`config.mk`:
```
export PLATFORM = sky130hd
export DESIGN_NAME = slv_addr_match
export DESIGN_NICKNAME = d
export VERILOG_FILES = /design/src/rtl/slv_addr_pkg.sv /design/src/rtl/sam_cmp.sv /design/src/rtl/sam_flag.sv /design/src/rtl/slv_addr_match.sv
export SDC_FILE = /design/constraint.sdc
export NUM_CORES = 1
export LEC_CHECK = 0
export ABC_AREA = 1
export CAP_MARGIN = 40
export CELL_PAD_IN_SITES_DETAIL_PLACEMENT = 1
export CELL_PAD_IN_SITES_GLOBAL_PLACEMENT = 2
export CORE_MARGIN = 5
export CORE_UTILIZATION = 14
export CTS_BUF_LIST = sky130_fd_sc_hd__clkbuf_16
export DETAILED_ROUTE_END_ITERATION = 10
export GPL_ROUTABILITY_DRIVEN = 0
export PLACE_DENSITY_LB_ADDON = 0.12
export SYNTH_ARGS = -nofsm -noshare
export SYNTH_HDL_FRONTEND = slang
export SYNTH_HIERARCHICAL = 1
export SYNTH_SLANG_ARGS = --single-unit
```
`constraint.sdc`:
```
create_clock -name clk -period 1.4 [get_ports clk]
set_input_delay 0.28 -clock clk [delete_from_list [all_inputs] [get_ports clk]]
set_output_delay 0.28 -clock clk [all_outputs]
set_load 0.01 [all_outputs]
```
`src/rtl/slv_addr_pkg.sv`:
```
package slv_addr_pkg;

    typedef enum logic {
        ADDR_7BIT  = 1'b0,
        ADDR_10BIT = 1'b1
    } addr_mode_e;

    typedef struct packed {
        logic [3:0] ctl;
        logic       rsvd;
        logic       armed;
        logic       match;
        logic       gcall;
    } status_t;

    typedef struct packed {
        logic hit;
        logic gcall;
    } cmp_res_t;

    function automatic addr_mode_e to_mode(input logic sel);
        return sel ? ADDR_10BIT : ADDR_7BIT;
    endfunction

endpackage

```
`src/rtl/sam_cmp.sv`:
```
module sam_cmp
    import slv_addr_pkg::*;
#(
    parameter int DATA_W = 8
) (
    input  logic [DATA_W-1:0] rx_byte,
    input  logic [DATA_W-1:0] own_addr,
    input  addr_mode_e        mode,
    output cmp_res_t          res
);
    localparam int DIR_LSB = 1;

    logic is_zero;
    logic hit7;
    logic hit10;

    always_comb begin
        is_zero = (rx_byte == '0);
        hit7    = (rx_byte[DATA_W-1:DIR_LSB] == own_addr[DATA_W-1:DIR_LSB]) || is_zero;
        hit10   = (rx_byte == own_addr);
        res.gcall = is_zero;
        res.hit   = (mode == ADDR_10BIT) ? hit10 : hit7;
    end
endmodule

```
`src/rtl/sam_flag.sv`:
```
module sam_flag #(
    parameter bit SET_WINS = 1'b1
) (
    input  logic clk,
    input  logic rst,
    input  logic set_i,
    input  logic clr_i,
    output logic q_o
);
    logic q_d;

    generate
        if (SET_WINS) begin : g_set_first
            always_comb q_d = set_i ? 1'b1 : (clr_i ? 1'b0 : q_o);
        end else begin : g_clr_first
            always_comb q_d = clr_i ? 1'b0 : (set_i ? 1'b1 : q_o);
        end
    endgenerate

    always_ff @(posedge clk) begin
        if (rst) q_o <= 1'b0;
        else     q_o <= q_d;
    end
endmodule

```
`src/rtl/slv_addr_match.sv`:
```
module slv_addr_match
    import slv_addr_pkg::*;
#(
    parameter int DATA_W = 8,
    parameter int CTL_W  = 4
) (
    input  logic              clk,
    input  logic              rst,
    input  logic [DATA_W-1:0] rx_byte_i,
    input  logic              byte_done_i,
    input  logic              start_det_i,
    input  logic              stop_det_i,
    input  logic [DATA_W-1:0] own_addr_i,
    input  logic              ten_bit_i,
    input  logic              free_fmt_i,
    input  logic              slave_mode_i,
    input  logic              dsr_wr_i,
    input  logic              ctl_wr_i,
    input  logic [CTL_W-1:0]  ctl_wdata_i,
    output logic              addr_match_o,
    output logic              gen_call_o,
    output logic [DATA_W-1:0] status_o
);
    logic             armed_q;
    logic [CTL_W-1:0] ctl_q;
    logic             eval;
    cmp_res_t         cmp;
    status_t          st;

    sam_cmp #(.DATA_W(DATA_W)) u_cmp (
        .rx_byte  (rx_byte_i),
        .own_addr (own_addr_i),
        .mode     (to_mode(ten_bit_i)),
        .res      (cmp)
    );

    // Only the first byte of an armed window is judged; START in the same cycle discards it
    assign eval = byte_done_i && armed_q && !start_det_i && slave_mode_i && !free_fmt_i;

    always_ff @(posedge clk) begin
        if (rst)                            armed_q <= 1'b0;
        else if (start_det_i)               armed_q <= 1'b1;
        else if (stop_det_i || byte_done_i) armed_q <= 1'b0;
    end

    always_ff @(posedge clk) begin
        if (rst)           ctl_q <= '0;
        else if (ctl_wr_i) ctl_q <= ctl_wdata_i;
    end

    sam_flag #(.SET_WINS(1'b0)) u_gcall (
        .clk   (clk),
        .rst   (rst),
        .set_i (eval && cmp.gcall),
        .clr_i (start_det_i || stop_det_i),
        .q_o   (gen_call_o)
    );

    sam_flag #(.SET_WINS(1'b1)) u_match (
        .clk   (clk),
        .rst   (rst),
        .set_i (eval && cmp.hit),
        .clr_i (dsr_wr_i),
        .q_o   (addr_match_o)
    );

    always_comb begin
        st.ctl   = ctl_q;
        st.rsvd  = 1'b0;
        st.armed = armed_q;
        st.match = addr_match_o;
        st.gcall = gen_call_o;
        status_o = st;
    end

    assert_gc_clear_R7: assert property (@(posedge clk) disable iff (rst)
        (start_det_i || stop_det_i) |=> !gen_call_o);

    assert_match_src_R5: assert property (@(posedge clk) disable iff (rst)
        $rose(addr_match_o) |-> $past(byte_done_i && armed_q && !start_det_i));

    assert_gc_zero_R3: assert property (@(posedge clk) disable iff (rst)
        $rose(gen_call_o) |-> ($past(rx_byte_i) == '0));

    assert_no_set_R6: assert property (@(posedge clk) disable iff (rst)
        (free_fmt_i || !slave_mode_i) |=> !$rose(addr_match_o) && !$rose(gen_call_o));

    assert_wr_clear_R8: assert property (@(posedge clk) disable iff (rst)
        (dsr_wr_i && !byte_done_i) |=> !addr_match_o);

    assert_arm_R10: assert property (@(posedge clk) disable iff (rst)
        start_det_i |=> armed_q);
endmodule

```
== Word level (Yosys, flattened, before mapping) ==
Cells that the tools add are included.

* Register bits after elaboration: 7
* Logic and storage cells: 27
* Output and inout port bits: 10

* Multiplexer cells: 6
* Reduce and logical (&&, ||, !) cells: 15
* Eq/ne operators: 2

{| class="wikitable"
|+ Operators with widths
! cell !! number
|-
| $eq A8 B8 Y1 || 1
|-
| $logic_not A8 Y1 || 1
|-
| $eq A7 B7 Y1 || 1
|-
| $logic_and A1 B1 Y1 || 6
|-
| $mux W1 || 6
|-
| $reduce_bool A2 Y1 || 2
|-
| $logic_or A1 B1 Y1 || 3
|-
| $logic_not A1 Y1 || 2
|-
| $reduce_or A2 Y1 || 1
|}

== Logic depth before layout (Yosys ltp) ==
Gate-level depths: netlist (run 1).

* Depth in word-level cells: 6
* Gate-level depth with buffers: 11

== Modules after synthesis ==
The synthesis (run 1) kept the hierarchy.

{| class="wikitable"
|+ By module, submodules not included
! module !! area each (um2) !! times used !! cells each
|-
| slv_addr_match || 244.0 || 1 || 37
|-
| sam_cmp || 176.4 || 1 || 38
|-
| sam_flag (u_match) || 40.0 || 1 || 5
|-
| sam_flag (u_gcall) || 38.8 || 1 || 6
|}

== Worst setup path after synthesis (run 1) ==
OpenSTA, ideal clock, no wires.

* Kind: input to register
* Start: in rx_byte_i[7]
* End: reg u_match.q_o
* Path buffers: 0
* Required time: 1.334 ns
* Data arrival time: 0.989 ns
* Path slack: 0.345 ns
* Cell stages on the path: 9
* Path through: nor2_1 > nand2_1 > nor2_2 > nand2_1 > a21oi_2 > inv_1 > nor2_1 > inv_1 > a21oi_2

{| class="wikitable"
|+ RTL lines
! element !! RTL line !! source
|-
| from (decl) || slv_addr_match.sv:9 || <nowiki>input logic [DATA_W-1:0] rx_byte_i,</nowiki>
|-
| to (signal assigned) || sam_flag.sv:22 || <nowiki>else q_o <= q_d;</nowiki>
|-
| to (decl) || sam_flag.sv:8 || <nowiki>output logic q_o</nowiki>
|}

== Worst setup path after layout (run 1) ==
* Start: reg ctl_q[2]
* End: out status_o[6]

{| class="wikitable"
|+ RTL lines
! element !! RTL line !! source
|-
| from (decl) || slv_addr_match.sv:25 || <nowiki>logic [CTL_W-1:0] ctl_q;</nowiki>
|-
| from (signal assigned) || slv_addr_match.sv:48 || <nowiki>else if (ctl_wr_i) ctl_q <= ctl_wdata_i;</nowiki>
|-
| to (decl) || slv_addr_match.sv:22 || <nowiki>output logic [DATA_W-1:0] status_o</nowiki>
|}

No word-level cell between the ends.

==> results.cfg, run 1 <==
[finish]
fin_area_mm2 = 0.001045
layout.nets = 158
final_cell_mix = nand2_1 (29), clkdlybuf4s50_1 (18), inv_1 (15), dlymetal6s2s_1 (15), nor2_1 (11)
final_common_cell = nand2_1
syn_to_final_growth_pct = 109.3
drive_above_1_share_pct = 11.81
n_antenna_cell = 0
fill_cells = 417

[sta]
final.setup.worst_slack_ns = 0.01489
fin_crit_ns = 1.385
drv_slew = 0
finalHoldViolations = 0
fmax_ghz = 0.7220
period_share_pct = 98.94
skew_ns = 0.0002447
grt_setup_unrepaired = no
setup_violations = 0

[floorplan]
placeableCoreArea_mm2 = 0.003390
die_width_um = 69.72
io_pins = 40
start_util_pct = 14.73
rows = 21
dieArea_mm2 = 0.004860
die_y_um = 69.72

[pwr]
power_frac_comb_pct = 19.2
switching_power_uw = 172.6
clockPowerShare_pct = 55.9
p_int_uw = 683.1
power.leakage_uw = 0.0006098
switching_share_pct = 20.17
seq_power_share_pct = 24.9
power_density_mw_per_mm2 = 819.1
power.total_uw = 855.7
vdd_drop_max_mv = 0.2594

[placed_design]
post_dp_cell_area_um2 = 922.1
dp_hpwl_mm = 1.403
pre_cts_ws_ns = -0.2911
port_buffers = 38

[logic_synthesis]
syn_inst = 86
ys_types = 14
yosys_warnings = 6
syn_area_um2 = 499.2
postSynthAreaPerCell_um2 = 5.805
syn-num-nets = 116
seq_area_frac_synth_pct = 28.07
synth_seq_cells = 7

[clocking]
cts_num_sinks = 7
clock_path_buffers = 2
cts.root.buffer_cell = clkbuf_16
clk_pin_slew_worst_paths_ns = 0.04
clkLatencyLatePin_ns = 0.23
cts-buffers-inserted = 3
htreeDepth = 1
cts_tree = built

[critical_path]
critical-path-slowest-cell = clkdlybuf4s50_1
path_buf_inv = 1
crit_family = buffers and inverters
worstPathMaxFanout = 2
cp_data_arrival_time_ns = 1.11
ff2ff_path_depth = 6
criticalPathCategory = flip-flop to output pin
rr_startpoint = armed_q
path_depth = 1
crit_required_ns = 1.12
r2r_slack_ns = 0.52
r2r-end = u_match/q_o
critPathLaunch = ctl_q[2]
cp-start-kind = flip-flop
max_stage_delay_ns = 0.54
endpoint_kind = output pin
crit_chain = clkdlybuf4s50_1

[worst_hold_path]
hold_end = ctl_q[0]
min_from = ctl_q[0]
holdPathStages = 2
hold_path_class = flip-flop to flip-flop

[global_route]
antenna_found_initial = 0
grt_overflow_total = 0
grt_max_degree = 6
grt_pass1_vias = 653
grtUsageTotal_pct = 6.897
grt_pass1_wl_mm = 2.760

[detailed_routing]
antenna_left = 0
wl_per_cell_um = 9.341
num_vias = 609
drt_iter0_markers = 3
drc_errors = 0
drt-total-wl_mm = 1.616
drt-vias-per-instance = 3.520
firstDrtPassIters = 3

[flow_run]
cap_viol_max_count = 0

[outcome]
outcome = finished, final reports clean
-- synthesized netlist by cell type --
library cell   n  share of area, %
nand2_1       29                22
inv_1         14                11
nor2_1        13               9.8
dfxtp_1        7                28
a21oi_1        6               6.0
buf_4          5               7.5
xnor2_1        3               5.3
a21oi_2        2               3.5
inv_2          2               1.5
conb_1         1              0.75
nor2_2         1               1.3
o21ai_0        1               1.0
or2_2          1               1.3
xor2_1         1               1.8
-- routing by layer --
layer	part of all wire, %	vias up	GRT usage (%)
li1	-	326	-
met1	45	263	7.692
met2	48	18	11.55
met3	5.6	2	2.174
met4	1.7	0	3.830
met5	0	-	0
-- area by class of cell --
class	count	area, um^2	share of cell area [%]
timing repair buffer	42	441.7	42.28
clock inverter	1	3.754	0.3593
tap	46	57.56	5.509
clock buffer	3	75.07	7.186
inverter	16	60.06	5.749
multi-input combinational	58	266.5	25.51
sequential	7	140.1	13.41
-- registers in the layout, summed over array words and instances (netlist names) --
signal       flops
u_gcall/q_o      1
ctl_q            4
u_match/q_o      1
armed_q          1
-- cell families (layout without fill, tap and decap cells) --
kind of cell,Yosys count,count (layout),synth area share (%)
AO/OA/AOI/OAI,9,9,10.53
AND/OR/NAND/NOR,44,44,34.09
flip-flops,7,7,28.07
XOR/XNOR,4,4,7.019
buffers and inverters,21,62,19.55
other,1,1,0.7512
-- per-stage QoR --
step / std cells / hold slack [ns] / TNS [ns] / utilization (%)
finish: 173 / 0.4602 / 0 / 30.82
global route: 173 / 0.4763 / 0 / 30.82
CTS: 173 / 0.4677 / -0.01354 / 29.57
detailed placement: 168 / 0.4486 / -0.4309 / 27.21
global placement: 168 / 0.4500 / -0.4018 / 27.21
floorplan: 86 / 0.3424 / 0 / -
-- power by group through the flow --
stage	clock [uW]	sequential (uW)	combinational, uW
final	478	213	164
after detailed placement	0	216	173
after global placement	0	216	172
after CTS	489	213	171
after global routing	498	214	184
after floorplan	0	219	52.2
-- worst max-delay path by stage --
| stage | to | slack (ns) |
|---|---|---|
| after CTS | u_match/q_o | -0.01 |
| after global placement | u_match/q_o | -0.28 |
| after detailed placement | u_match/q_o | -0.29 |
| final | status_o[6] | 0.01 |
| after global routing | status_o[6] | 0.00003 |
| after floorplan | u_match/q_o | 0.35 |
-- what timing repair did --
item	CTS	global route
pin swaps	3	17
setup endpoints to repair	4	5
resized for setup	5	17
setup buffers	1	0
hold buffers	0	0
(Power assumes the default switching activity.)
==> run 2: changes to the inputs <==
--- a/config.mk
+++ b/config.mk
@@ -12,6 +12,7 @@
 export CORE_MARGIN = 5
 export CORE_UTILIZATION = 14
 export CTS_BUF_LIST = sky130_fd_sc_hd__clkbuf_16
+export CTS_CLUSTER_SIZE = 12
 export DETAILED_ROUTE_END_ITERATION = 10
 export GPL_ROUTABILITY_DRIVEN = 0
 export PLACE_DENSITY_LB_ADDON = 0.12
==> results of run 2 <==
No change in the layout: final DEF, timing and power equal those of run 1.
